--- config.mk ---
export PLATFORM = sky130hd
export DESIGN_NAME = lq_link_qualifier
export DESIGN_NICKNAME = d
export VERILOG_FILES = /design/src/rtl/lq_pkg.sv /design/src/rtl/lq_settle_timer.sv /design/src/rtl/lq_decide.sv /design/src/rtl/lq_event_ctr.sv /design/src/rtl/lq_link_qualifier.sv
export SDC_FILE = /design/constraint.sdc
export NUM_CORES = 1
export LEC_CHECK = 0
export ABC_CLOCK_PERIOD_IN_PS = 3900
export BUFFER_PORTS_ARGS = -buffer_cell sky130_fd_sc_hd__buf_2
export CAP_MARGIN = 20
export CORE_MARGIN = 8
export CORE_UTILIZATION = 42
export DETAILED_ROUTE_END_ITERATION = 12
export PLACE_DENSITY = 0.71
export SLEW_MARGIN = 10
export SYNTH_ARGS = -nofsm -noshare
export SYNTH_HDL_FRONTEND = slang
export SYNTH_SLANG_ARGS = --single-unit
--- constraint.sdc ---
create_clock -name clk -period 3.9 [get_ports clk]
set_input_delay 0.39 -clock clk [delete_from_list [all_inputs] [get_ports clk]]
set_output_delay 0.39 -clock clk [all_outputs]
set_load 0.05 [all_outputs]
--- src/rtl/lq_pkg.sv ---
package lq_pkg;
    typedef enum logic [1:0] {
        LS_DOWN    = 2'd0,
        LS_UP      = 2'd1,
        LS_UNKNOWN = 2'd2
    } link_st_e;

    typedef enum logic [1:0] {
        SPD_NONE = 2'd0,
        SPD_10   = 2'd1,
        SPD_100  = 2'd2
    } spd_e;

    typedef enum logic [1:0] {
        DPX_UNKNOWN = 2'd0,
        DPX_HALF    = 2'd1,
        DPX_FULL    = 2'd2
    } dpx_e;

    localparam int SW_W          = 16;
    localparam int SW_LINK_BIT   = 2;
    localparam int SW_ANDONE_BIT = 5;
    localparam logic [SW_W-1:0] SW_INVALID = 16'hFFFF;

    localparam int VS_W    = 5;
    localparam int VS_LINK = 0;
    localparam int VS_SIG  = 1;
    localparam int VS_10   = 2;
    localparam int VS_100  = 3;
    localparam int VS_FDX  = 4;
endpackage

--- src/rtl/lq_settle_timer.sv ---
module lq_settle_timer
    import lq_pkg::*;
#(
    parameter int TICK_W       = 16,
    parameter int SETTLE_TICKS = 3000   // must be at least 1 and below 2**TICK_W
) (
    input  logic            clk,
    input  logic            rst_n,
    input  logic            tick_en,
    input  logic            smp_valid,
    input  logic [SW_W-1:0] smp_word,
    output logic [SW_W-1:0] stored_word,
    output logic            settled
);
    localparam logic [TICK_W-1:0] SETTLE_L = TICK_W'(SETTLE_TICKS);
    localparam logic [TICK_W-1:0] ONE_L    = TICK_W'(1);

    logic [TICK_W-1:0] now_q;
    logic [TICK_W-1:0] stamp_q;
    logic [TICK_W-1:0] elapsed;
    logic [SW_W-1:0]   word_q;
    logic              settled_q;
    logic              changed;

    assign changed = smp_valid && (smp_word != word_q);
    // modular difference: correct across wrap while below 2**TICK_W
    assign elapsed = now_q - stamp_q;

    always_ff @(posedge clk) begin
        if (!rst_n) begin
            now_q <= '0;
        end else if (tick_en) begin
            now_q <= now_q + ONE_L;
        end
    end

    // Sticky flag: elapsed climbs by one per tick, so it reaches the limit
    // before it could wrap; after that the flag holds until the next change.
    always_ff @(posedge clk) begin
        if (!rst_n) begin
            word_q    <= '0;
            stamp_q   <= '0;
            settled_q <= 1'b0;
        end else if (changed) begin
            word_q    <= smp_word;
            stamp_q   <= now_q;
            settled_q <= 1'b0;
        end else if (elapsed >= SETTLE_L) begin
            settled_q <= 1'b1;
        end
    end

    assign stored_word = word_q;
    assign settled     = settled_q;

    AST_STORE_ON_CHANGE: assert property (@(posedge clk) disable iff (!rst_n)
        changed |=> (stored_word == $past(smp_word)));
    AST_CHANGE_RESTARTS: assert property (@(posedge clk) disable iff (!rst_n)
        changed |=> !settled);
    AST_SETTLED_STICKY: assert property (@(posedge clk) disable iff (!rst_n)
        (settled && !changed) |=> settled);
endmodule

--- src/rtl/lq_decide.sv ---
module lq_decide
    import lq_pkg::*;
(
    input  logic [SW_W-1:0] word,
    input  logic            settled,
    input  logic            an_en,
    input  logic [VS_W-1:0] vs,
    input  link_st_e        cur,
    output link_st_e        cand,
    output spd_e            spd,
    output dpx_e            dpx
);
    logic vendor_ok;

    assign vendor_ok = vs[VS_LINK] && vs[VS_SIG] && (vs[VS_10] != vs[VS_100]);

    always_comb begin
        cand = word[SW_LINK_BIT] ? LS_UP : LS_DOWN;
        if (word == SW_INVALID) begin
            cand = LS_DOWN;
        end else if (cur == LS_UP && !word[SW_LINK_BIT]) begin
            cand = LS_DOWN;
        end else if (!settled) begin
            cand = LS_UNKNOWN;
        end else if (!word[SW_ANDONE_BIT] && an_en) begin
            cand = LS_DOWN;
        end
        if (cand == LS_UP && !vendor_ok) begin
            cand = LS_UNKNOWN;
        end
    end

    assign spd = vs[VS_100] ? SPD_100 : SPD_10;
    assign dpx = vs[VS_FDX] ? DPX_FULL : DPX_HALF;
endmodule

--- src/rtl/lq_event_ctr.sv ---
module lq_event_ctr #(
    parameter int CNT_W = 16,
    parameter int N_EVT = 2
) (
    input  logic                   clk,
    input  logic                   rst_n,
    input  logic [N_EVT-1:0]       bump,
    output logic [N_EVT*CNT_W-1:0] counts
);
    localparam logic [CNT_W-1:0] INC = CNT_W'(1);

    for (genvar g = 0; g < N_EVT; g++) begin : g_ctr
        logic [CNT_W-1:0] cnt_q;
        always_ff @(posedge clk) begin
            if (!rst_n) begin
                cnt_q <= '0;
            end else if (bump[g]) begin
                cnt_q <= cnt_q + INC;
            end
        end
        assign counts[g*CNT_W +: CNT_W] = cnt_q;
    end

    AST_ONE_EVENT: assert property (@(posedge clk) disable iff (!rst_n)
        $onehot0(bump));
endmodule

--- src/rtl/lq_link_qualifier.sv ---
module lq_link_qualifier
    import lq_pkg::*;
#(
    parameter int TICK_W       = 16,
    parameter int SETTLE_TICKS = 3000,
    parameter int CNT_W        = 16
) (
    input  logic             clk,
    input  logic             rst_n,
    input  logic             tick_en,
    input  logic             smp_valid,
    input  logic [15:0]      smp_word,
    input  logic             an_enable,
    input  logic [4:0]       vend_stat,
    output logic [1:0]       link_state,
    output logic [1:0]       link_speed,
    output logic [1:0]       link_duplex,
    output logic             change_pulse,
    output logic [CNT_W-1:0] up_count,
    output logic [CNT_W-1:0] drop_count
);
    localparam int N_EVT = 2;
    localparam int EV_UP = 0;
    localparam int EV_DN = 1;

    logic [SW_W-1:0]        stored_word;
    logic                   settled;
    logic                   eval_q;
    link_st_e               state_q;
    link_st_e               cand;
    spd_e                   cand_spd;
    dpx_e                   cand_dpx;
    spd_e                   speed_q;
    dpx_e                   duplex_q;
    logic                   report_q;
    logic                   is_report;
    logic [N_EVT-1:0]       bump;
    logic [N_EVT*CNT_W-1:0] counts;

    lq_settle_timer #(
        .TICK_W       (TICK_W),
        .SETTLE_TICKS (SETTLE_TICKS)
    ) u_timer (
        .clk         (clk),
        .rst_n       (rst_n),
        .tick_en     (tick_en),
        .smp_valid   (smp_valid),
        .smp_word    (smp_word),
        .stored_word (stored_word),
        .settled     (settled)
    );

    lq_decide u_decide (
        .word    (stored_word),
        .settled (settled),
        .an_en   (an_enable),
        .vs      (vend_stat),
        .cur     (state_q),
        .cand    (cand),
        .spd     (cand_spd),
        .dpx     (cand_dpx)
    );

    // evaluate the cycle after the word has been stored
    always_ff @(posedge clk) begin
        if (!rst_n) eval_q <= 1'b0;
        else        eval_q <= smp_valid;
    end

    // GAIN / DROP / STALL are reported; QUIET and HOLD are not
    assign is_report = eval_q && (cand != state_q) &&
                       (cand == LS_UP || state_q == LS_UP);

    // state register
    always_ff @(posedge clk) begin
        if (!rst_n) begin
            state_q <= LS_UNKNOWN;
        end else if (eval_q) begin
            state_q <= cand;
        end
    end

    // outputs
    always_ff @(posedge clk) begin
        if (!rst_n) begin
            report_q <= 1'b0;
            speed_q  <= SPD_NONE;
            duplex_q <= DPX_UNKNOWN;
        end else begin
            report_q <= is_report;
            if (is_report) begin
                unique case (cand)
                    LS_UP: begin
                        speed_q  <= cand_spd;
                        duplex_q <= cand_dpx;
                    end
                    LS_DOWN, LS_UNKNOWN: begin
                        speed_q  <= SPD_NONE;
                        duplex_q <= DPX_UNKNOWN;
                    end
                    default: begin
                        speed_q  <= SPD_NONE;
                        duplex_q <= DPX_UNKNOWN;
                    end
                endcase
            end
        end
    end

    assign bump[EV_UP] = is_report && (cand == LS_UP);
    assign bump[EV_DN] = is_report && (cand != LS_UP);

    lq_event_ctr #(
        .CNT_W (CNT_W),
        .N_EVT (N_EVT)
    ) u_ctr (
        .clk    (clk),
        .rst_n  (rst_n),
        .bump   (bump),
        .counts (counts)
    );

    assign link_state   = state_q;
    assign link_speed   = speed_q;
    assign link_duplex  = duplex_q;
    assign change_pulse = report_q;
    assign up_count     = counts[EV_UP*CNT_W +: CNT_W];
    assign drop_count   = counts[EV_DN*CNT_W +: CNT_W];

    AST_INVALID_DOWN: assert property (@(posedge clk) disable iff (!rst_n)
        (eval_q && stored_word == SW_INVALID) |=> (state_q == LS_DOWN));
    AST_DROP_FAST: assert property (@(posedge clk) disable iff (!rst_n)
        (eval_q && state_q == LS_UP && !stored_word[SW_LINK_BIT]) |=> (state_q == LS_DOWN));
    AST_UNSETTLED_NOT_UP: assert property (@(posedge clk) disable iff (!rst_n)
        (eval_q && !settled) |=> (state_q != LS_UP));
    AST_UP_HAS_RATE: assert property (@(posedge clk) disable iff (!rst_n)
        (state_q == LS_UP) |-> (speed_q != SPD_NONE && duplex_q != DPX_UNKNOWN));
    AST_REPORT_TOUCHES_UP: assert property (@(posedge clk) disable iff (!rst_n)
        report_q |-> (state_q == LS_UP || $past(state_q) == LS_UP));
    AST_HOLD_NO_EVAL: assert property (@(posedge clk) disable iff (!rst_n)
        !eval_q |=> $stable(state_q));
endmodule

## Word level (Yosys, flattened, before mapping)

Index checks and enable logic that the tools add are counted.

| operators by class | value |
|---|---|
| multiplexer cells | 10 |
| reductions and logical operators | 15 |
| div/mod/pow operators | 0 |
| equality and inequality tests | 8 |
| shift operators | 0 |
| $mul | 0 |
| add/sub/neg operators | 4 |
| magnitude comparators | 1 |
| bitwise operators | 1 |

Operators by type and width:

| operator | number |
|---|---|
| $add A16 B1 Y16 const B | 3 |
| $mux W2 | 9 |
| $eq A16 B16 Y1 const B | 1 |
| $ge A16 B12 Y1 const B | 1 |
| $ne A16 B16 Y1 | 1 |
| $sub A16 B16 Y16 | 1 |
| $logic_and A1 B1 Y1 | 10 |
| $eq A2 B1 Y1 const B | 3 |
| $logic_not A1 Y1 | 3 |
| $ne A2 B1 Y1 const B | 1 |
| $ne A2 B2 Y1 | 1 |
| $reduce_or A2 Y1 | 1 |
| $logic_or A1 B1 Y1 | 1 |
| $mux W1 | 1 |
| $ne A1 B1 Y1 | 1 |
| $not A1 Y1 | 1 |

| storage, ports and cells | value |
|---|---|
| RAM bits | 0 |
| ROM bits | 0 |
| bits of input ports | 26 |
| register bits | 89 |
| output and inout port bits | 39 |
| word-level logic and storage cells | 50 |
| memories | 0 |
| latch bits | 0 |

## Depth between registers and ports, before layout

Gate-level depths: netlist of run 1.

| depth | value |
|---|---|
| depth in word-level cells | 13 |
| depth in mapped cells | 11 |
| depth with buffers taken out | 11 |

## Modules after synthesis

From an unflattened synthesis of run 1, not the netlist that was laid out.

| second synthesis, totals | value |
|---|---|
| cell total of the unflattened synthesis | 531 |
| area, all modules | 4810.9 um2 |

By module, submodules not included:

| module | cells each | area an instance (um2) | sequential area each (um2) | times used |
|---|---|---|---|---|
| lq_settle_timer | 322 | 2932.8 | 980.9 | 1 |
| lq_event_ctr | 165 | 1460.2 | 640.6 | 1 |
| lq_link_qualifier | 26 | 306.5 | 160.2 | 1 |
| lq_decide | 18 | 111.4 | 0.0 | 1 |

## Worst setup path before layout of run 1

No wires, ideal clock.

| timing | value |
|---|---|
| path kind | register to register |
| start point | register u_timer.stamp_q[1] |
| end point | register u_timer.settled_q (netlist: u_timer.settled) |
| period minus slack after synthesis | 2.220 ns |
| setup slack | 1.680 ns |
| cell stages (with the launch flop) | 11 |
| library setup time | 0.131 ns |
| buffers on the path | 0 |
| data arrival time | 2.089 ns |
| path through | dfxtp_1 > inv_1 > ha_1 > nor2b_1 > o311ai_1 > a211oi_1 > nor3_1 > a31oi_1 > xnor2_1 > o31ai_1 > o211ai_1 |

| between the ends | value |
|---|---|
| word-level cells in the longest chain between the ends | 2 |

RTL lines:

| element | line | source |
|---|---|---|
| from (decl) | lq_settle_timer.sv:19 | `logic [TICK_W-1:0] stamp_q;` |
| from (signal assigned) | lq_settle_timer.sv:46 | `stamp_q <= now_q;` |
| $sub A16 B16 Y16 | lq_settle_timer.sv:27 | `assign elapsed = now_q - stamp_q;` |
| $ge A16 B12 Y1 | lq_settle_timer.sv:48 | `end else if (elapsed >= SETTLE_L) begin` |
| to (signal assigned) | lq_settle_timer.sv:43 | `settled_q <= 1'b0;` |
| to (signal assigned) | lq_settle_timer.sv:47 | `settled_q <= 1'b0;` |
| to (signal assigned) | lq_settle_timer.sv:49 | `settled_q <= 1'b1;` |
| to (decl) | lq_settle_timer.sv:22 | `logic settled_q;` |

No other way between the ends.
A chain may end at the register's enable or synchronous reset.

## Worst setup path after layout of run 1

| timing | value |
|---|---|
| start point | register u_timer.now_q[0] |
| end point | register u_timer.settled_q (netlist: u_timer.settled) |

| between the ends | value |
|---|---|
| word-level cells in the longest chain between the ends | 2 |

RTL lines:

| element | line | source |
|---|---|---|
| from (decl) | lq_settle_timer.sv:18 | `logic [TICK_W-1:0] now_q;` |
| from (signal assigned) | lq_settle_timer.sv:33 | `now_q <= now_q + ONE_L;` |
| $sub A16 B16 Y16 | lq_settle_timer.sv:27 |  |
| $ge A16 B12 Y1 | lq_settle_timer.sv:48 |  |

No other way between the ends.

==> results of run 1 <==
state kept, by name, indices dropped and copies added, names as in the netlist:
register and count:
link_duplex 2, link_speed 2, u_timer.stored_word 16, change_pulse 1, u_timer.now_q 16, link_state 2
u_timer.settled 1, eval_q 1, u_timer.stamp_q 16, u_ctr.g_ctr.cnt_q 32
layer usage:
layer  vias to the layer above  GRT usage
li1                       1916          -
met1                      1743     0.1606
met4                         0    0.06245
met2                        65     0.2403
met5                         -          0
met3                        14    0.03335
cell type report:
class / instances / area (µm²)
flip-flops and latches: 89 / 1782
multi-input cells: 387 / 2572
repair buffers: 67 / 342.8
clock inverters: 4 / 76.32
clock buffers: 12 / 135.1
fillers: 1046 / 5498
well taps: 140 / 175.2
inverters: 31 / 116.4
critical path: stages, from the launching register on:
cell and delay [ns]:
dfxtp_1 0.42, inv_1 0.08, ha_1 0.22, fa_1 0.37, nor2b_1 0.16, o2111ai_1 0.18
nand3_1 0.17, a311o_1 0.22, a21oi_1 0.10, a2bb2oi_1 0.15, o211ai_1 0.20, o211ai_1 0.12
metrics by stage:
step	cell area (µm²)	hold slack [ns]
after floorplan	4543	0.4519
after CTS	5200	0.2182
final	5200	0.2336
after global routing	5200	0.2150
after global placement	4989	0.4710
after detailed placement	4989	0.4765
cells in the mapped netlist, types with 12 or more instances:
| cell | instances |
|---|---|
| a21oi_1 | 31 |
| ha_1 | 18 |
| mux2i_1 | 34 |
| nand2_1 | 28 |
| o21ai_1 | 18 |
| or3_1 | 16 |
| dfxtp_1 | 89 |
| xor2_1 | 24 |
| nand4_1 | 12 |
| xnor2_1 | 36 |
| nand3_1 | 14 |
| nor2_1 | 80 |
| inv_1 | 30 |
path summary, 6_finish.rpt:
kind,startpoint,end,cells past startpoint,slack [ns]
setup / recovery,u_timer.now_q[0]$_SDFFE_PN0P_,u_timer.settled$_SDFFE_PP0P_,11,1.38
hold / removal,rst_n,link_state[1]$_SDFFE_PN1P_,2,0.23
hold reg to reg,u_ctr.g_ctr[0].cnt_q[15]$_SDFFE_PN0P_,u_ctr.g_ctr[0].cnt_q[15]$_SDFFE_PN0P_,2,0.49
setup reg to reg,u_timer.now_q[0]$_SDFFE_PN0P_,u_timer.settled$_SDFFE_PP0P_,11,1.38
layout by cell type (no fill, tap or decap), types with 2 or more instances in the layout:
master     netlist  routed
o211ai_1         4       4
nor2b_1          6       6
buf_4            0       3
a211oi_1         4       4
a22oi_1          3       3
and2_1           3       3
o21ai_0          4       4
o21ai_1         18      18
nand2_1         28      28
buf_2            4      64
and3_1          10      10
a21o_1           3       3
xnor2_1         36      36
ha_1            18      18
bufinv_16        0       2
or3_1           16      16
a31oi_1          2       2
dfxtp_1         89      89
inv_1           30      30
nand4_1         12      12
nor3_1           8       8
nor2_1          80      80
o21a_1           4       4
mux2i_1         34      34
xor2_1          24      24
clkbuf_8         0       9
nand4_2          2       2
clkbuf_1        10       3
nand2b_1         2       2
a21oi_1         31      31
nand3_1         14      14
logic make-up after synthesis:
| logic type | after synthesis | share of synthesized area |
|---|---|---|
| AND/OR/NAND/NOR | 191 | 0.2104 |
| multiplexers | 34 | 0.07491 |
| adder cells (fa/ha/maj) | 19 | 0.05398 |
| flip-flops | 89 | 0.3922 |
| AO/OA/AOI/OAI | 83 | 0.1096 |
| buffers and inverters | 47 | 0.04324 |
| XOR/XNOR | 60 | 0.1157 |
power by group through the flow:
| stage | clock (mW) | combinational, mW | sequential (mW) |
|---|---|---|---|
| CTS | 0.712 | 0.151 | 0.942 |
| floorplan | 0 | 0.111 | 0.960 |
| detailed placement | 0 | 0.150 | 0.963 |
| finish | 0.692 | 0.150 | 0.942 |
| global route | 0.749 | 0.167 | 0.945 |
| global placement | 0 | 0.146 | 0.963 |
==> impl_metrics.csv, run 1 <==
group,metric,value,unit
global_route,grt-ovfl-total,0,
run,maxCapViolCount,0,
logic_synthesis,yosys-top-cells-area,"dfxtp_1, mux2i_1, xnor2_1",
finish,layout-drive-gt1-share,0.1525,
timing,tns,0,ns
clock_tree,worstSkewPairLatency,0.36,ns
detailed_routing,wirelength,9725,µm
clock_tree,cts_tree,"done",
timing,fin_ws,1.377,ns
logic_synthesis,synth_nets,568,
min_path,hold_path_class,"input pin to flip-flop",
logic_synthesis,ys_seq_elements,89,
logic_synthesis,async_flop_share,0,
timing,skew,0.007525,ns
floorplan,die_area,0.01440,mm²
worst_setup_path,worstPathRequired,4.13,ns
detailed_routing,dr_wl_met3,385,µm
timing,grt_setup_unrepaired,"no",
worst_setup_path,critPathCaptureType,"flip-flop",
logic_synthesis,synth_ff_type,"dfxtp_1",
finish,final_util,0.4861,
finish,area_growth_syn_to_layout,14.46,%
logic_synthesis,yosysSeqAreaShare,0.3922,
clock_tree,htreeDepth,3,
pwr,clkPwrFrac,0.388,
detailed_routing,vias_per_cell,5.121,
pwr,combPwrFrac,0.084,
worst_setup_path,crit_fanout,5,
logic_synthesis,synth_top_area_share,0.3922,
pwr,switching_power,424.7,µW
worst_setup_path,start_kind,"flip-flop",
floorplan,coreArea,0.01070,mm²
global_route,grt_max_degree,55,
timing,drv_slew,0,
detailed_routing,routedWlPerCell,13.32,µm
worst_setup_path,critPathKind,"flip-flop to flip-flop",
logic_synthesis,syn_avg_cell_area,8.687,µm²
floorplan,start_util,0.4247,
timing,clock.fmax,396.4,MHz
place,hpwl,7252,µm
place,dp_cells,714,
global_route,grt_pass1_vias,3811,
clock_tree,clk_pin_slew_worst_paths,0.08,ns
finish,fin_nets,630,
floorplan,num_rows,38,
detailed_routing,wl_met1,4496,µm
detailed_routing,drt_iter0_drc,147,
global_route,grt_usage,0.1393,
worst_setup_path,cp.arrival,2.75,ns
floorplan,die_w,120.0,µm
clock_tree,cts_buffers,9,
logic_synthesis,yosys.area.top_type,"dfxtp_1",
global_route,grt_antenna_before_repair,0,
pwr,p_leak,2.184,nW
clock_tree,cts-root-buf,"clkbuf_8",
pwr,swShare,0.2380,
pwr,p_int,1.360,mW
global_route,grt_pass1_wl,16810,µm
timing,min_period_over_period,0.6468,
clock_tree,clock_path_buffers,2,
floorplan,die_y,120.0,µm
clock_tree,cts_resized,0,
logic_synthesis,syn_inst,523,
pwr,vdd_drop_max,0.1910,mV
place,portBuffers,64,
timing,relSlewSlack,0.3981,
detailed_routing,route.detailed.drc,0,
timing,worstMarginPinSlew,0.9015,ns
detailed_routing,drt_first_pass_iters,4,
detailed_routing,met2_wirelength,4655,µm
outcome,outcome,"finished clean",
detailed_routing,ant_nets,0,
timing,finalSetupViolCount,0,
clock_tree,cts_setup_buffers,0,
floorplan,pin_count,65,
logic_synthesis,mappedNetlistArea,0.004543,mm²
logic_synthesis,ys_types,51,
pwr,power.density,343.1,mW/mm²
detailed_routing,num_vias,3738,
pwr,seq_power_share,0.528,
finish,antenna_cells,0,
logic_synthesis,synth_edf_count,0,
detailed_routing,highest_layer,"met4",
logic_synthesis,ys.warnings.count,0,
pwr,power,1.784,mW
finish,fin_cells,730,
place,gp_congestion,0.8583,
timing,final.min_clock_period,2.523,ns
clock_tree,holdBufCountCts,0,
clock_tree,cts_sinks,89,
timing,hold_viol_final,0,
place,dp_worst_setup_slack,1.329,ns
Note: power is estimated with default switching activity, not from simulation.
==> run 2, diff against run 1 <==
--- a/config.mk
+++ b/config.mk
@@ -5,13 +5,13 @@
 export SDC_FILE = /design/constraint.sdc
 export NUM_CORES = 1
 export LEC_CHECK = 0
-export ABC_CLOCK_PERIOD_IN_PS = 3900
+export ABC_CLOCK_PERIOD_IN_PS = 2250
 export BUFFER_PORTS_ARGS = -buffer_cell sky130_fd_sc_hd__buf_2
 export CAP_MARGIN = 20
 export CORE_MARGIN = 8
 export CORE_UTILIZATION = 42
 export DETAILED_ROUTE_END_ITERATION = 12
-export PLACE_DENSITY = 0.71
+export PLACE_DENSITY = 0.73
 export SLEW_MARGIN = 10
 export SYNTH_ARGS = -nofsm -noshare
 export SYNTH_HDL_FRONTEND = slang
==> constraint.sdc (replaced) <==
create_clock -name clk -period 2.25 [get_ports clk]
set_input_delay 0.225 -clock clk [delete_from_list [all_inputs] [get_ports clk]]
set_output_delay 0.225 -clock clk [all_outputs]
set_load 0.05 [all_outputs]
==> run 2 against run 1 <==
The flow now finishes with violations (negative setup slack); clock power is 69% higher; via count is 3.6% higher; final cell count is 4.2% higher; sequential power is 73% higher; combinational power is 120% higher; global-route usage is 0.34 points higher; clock-buffer cell count is 2 lower; fmax is 7.1% higher; critical path depth stayed put; sequential cell count stayed put; first-iteration DRC count is 56% higher; largest cell class unchanged; largest power group unchanged.
==> impl_metrics.csv, run 2 (synthesis results as in run 1) <==
group,metric,value,unit
timing,clock.fmax,424.4,MHz
finish,largest_register_ffs,32,
floorplan,coreArea,0.01070,mm²
detailed_routing,num_vias,3871,
global_route,grt_usage,0.1427,
finish,fin_nets,661,
worst_setup_path,start_kind,"flip-flop",
timing,hold_viol_final,0,
pwr,power.density,559.9,mW/mm²
clock_tree,htreeDepth,3,
worst_setup_path,path_buf_inv,2,
detailed_routing,drt_iter0_drc,230,
clock_tree,cts_tree,"done",
worst_setup_path,crit_path_top_delay_cell,"dfxtp_2",
clock_tree,clock_path_buffers,2,
place,hpwl,7691,µm
finish,area_growth_syn_to_layout,23.30,%
worst_setup_path,critPathKind,"flip-flop to flip-flop",
outcome,outcome,"finished with violations",
floorplan,die_area,0.01440,mm²
floorplan,die_w,120.0,µm
finish,antenna_cells,0,
worst_setup_path,critPathCaptureType,"flip-flop",
clock_tree,cts_sinks,89,
worst_setup_path,cp.arrival,2.60,ns
outcome,violations,"negative setup slack",
pwr,power,3.136,mW
finish,final_cell_area,0.005602,mm²
finish,final_util,0.5236,
timing,worstMarginPinSlew,0.5733,ns
detailed_routing,vias_per_cell,5.087,
place,postPlaceCellArea,0.005136,mm²
global_route,grt-ovfl-total,0,
global_route,grt_max_degree,56,
worst_setup_path,worstPathCellList,"inv_2, ha_4, nor2b_4, o311ai_2, buf_4, a211oi_4, nor3_2, a31oi_1, xnor2_1, o31ai_1, o211ai_1",
pwr,p_leak,2.399,nW
worst_setup_path,crit_fanout,3,
finish,max_flop_register,"u_ctr.g_ctr.cnt_q",
detailed_routing,drt_first_pass_iters,5,
global_route,grt_pass1_wl,17050,µm
timing,grt_setup_unrepaired,"yes",
timing,finalSetupViolCount,1,
floorplan,pin_count,65,
floorplan,num_rows,38,
finish,final_cell_mix,"nor2_1, dfxtp_1, buf_2",
pwr,vdd_drop_max,0.3860,mV
timing,final.min_clock_period,2.356,ns
detailed_routing,route.detailed.drc,0,
place,portBuffers,64,
worst_setup_path,max_stage_delay,0.37,ns
timing,skew,0.009995,ns
floorplan,die_y,120.0,µm
global_route,grt_pass1_vias,3793,
worst_setup_path,cp_top_family,"compound AO/OA/AOI/OAI gates",
clock_tree,worstSkewPairLatency,0.37,ns
timing,drv_slew,0,
clock_tree,cts-root-buf,"clkbuf_8",
finish,layout-drive-gt1-share,0.2576,
run,maxCapViolCount,0,
place,gp_congestion,0.9101,
timing,fin_ws,-0.1063,ns
clock_tree,clk_pin_slew_worst_paths,0.09,ns
global_route,grt_antenna_before_repair,0,
worst_setup_path,worstPathRequired,2.49,ns
clock_tree,cts_buffers,9,
floorplan,start_util,0.4247,
min_path,hold_path_class,"input pin to flip-flop",
detailed_routing,routedWlPerCell,13.98,µm
detailed_routing,ant_nets,0,
detailed_routing,wirelength,10640,µm
timing,min_period_over_period,1.047,
timing,relSlewSlack,0.6178,
run 2: power breakdown:
| part | internal [mW] | total, mW | switching, mW | leakage [nW] |
|---|---|---|---|---|
| Combinational | 0.168 | 0.334 | 0.166 | 1.56 |
| Sequential | 1.60 | 1.63 | 0.0287 | 0.725 |
| Clock | 0.562 | 1.17 | 0.610 | 0.110 |
| Total | 2.33 | 3.14 | 0.804 | 2.40 |
run 2: per-layer routing:
metal	share of wire	vias up	track usage	routed length, µm
met5	0	-	0	0
met4	0.014	0	0.05308	150
met2	0.50	88	0.2414	5277
met3	0.050	11	0.04039	536
met1	0.44	1803	0.1687	4674
li1	-	1969	-	-
run 2: area by class of cell:
type,count,area [µm²]
fillers,993,5096
multi-input cells,387,2714
clock buffers,10,137.6
well taps,140,175.2
repair buffers,98,588.1
inverters,31,116.4
flip-flops and latches,89,1798
clock inverters,6,72.57
run 2: path summary, 6_finish.rpt:
path | cells after the start | endpoint | from | slack [ns]
setup / recovery | 11 | u_timer.settled$_SDFFE_PP0P_ | u_timer.stamp_q[1]$_SDFFE_PN0P_ | -0.11
hold / removal | 2 | link_state[1]$_SDFFE_PN1P_ | rst_n | 0.07
setup reg to reg | 11 | u_timer.settled$_SDFFE_PP0P_ | u_timer.stamp_q[1]$_SDFFE_PN0P_ | -0.11
hold reg to reg | 2 | u_timer.stamp_q[11]$_SDFFE_PN0P_ | u_timer.stamp_q[11]$_SDFFE_PN0P_ | 0.50
run 2: repair_timing:
item,CTS,global route
buffers inserted,3,10
pin swaps,2,21
gates resized for setup,5,36
hold buffers,0,0
hold endpoints to repair,0,0
setup endpoints to repair,11,14
run 2: metrics by stage:
| step | cells | worst slack, ns | hold slack, ns | TNS, ns |
|---|---|---|---|---|
| after floorplan | 523 | 0.02992 | 0.2869 | 0 |
| after global placement | 732 | -0.09494 | 0.4401 | -0.09494 |
| after detailed placement | 732 | -0.1795 | 0.4448 | -0.4416 |
| after CTS | 751 | -0.04725 | 0.05442 | -0.04725 |
| after global routing | 761 | -0.2324 | 0.05136 | -0.2474 |
| final | 761 | -0.1063 | 0.07002 | -0.1063 |
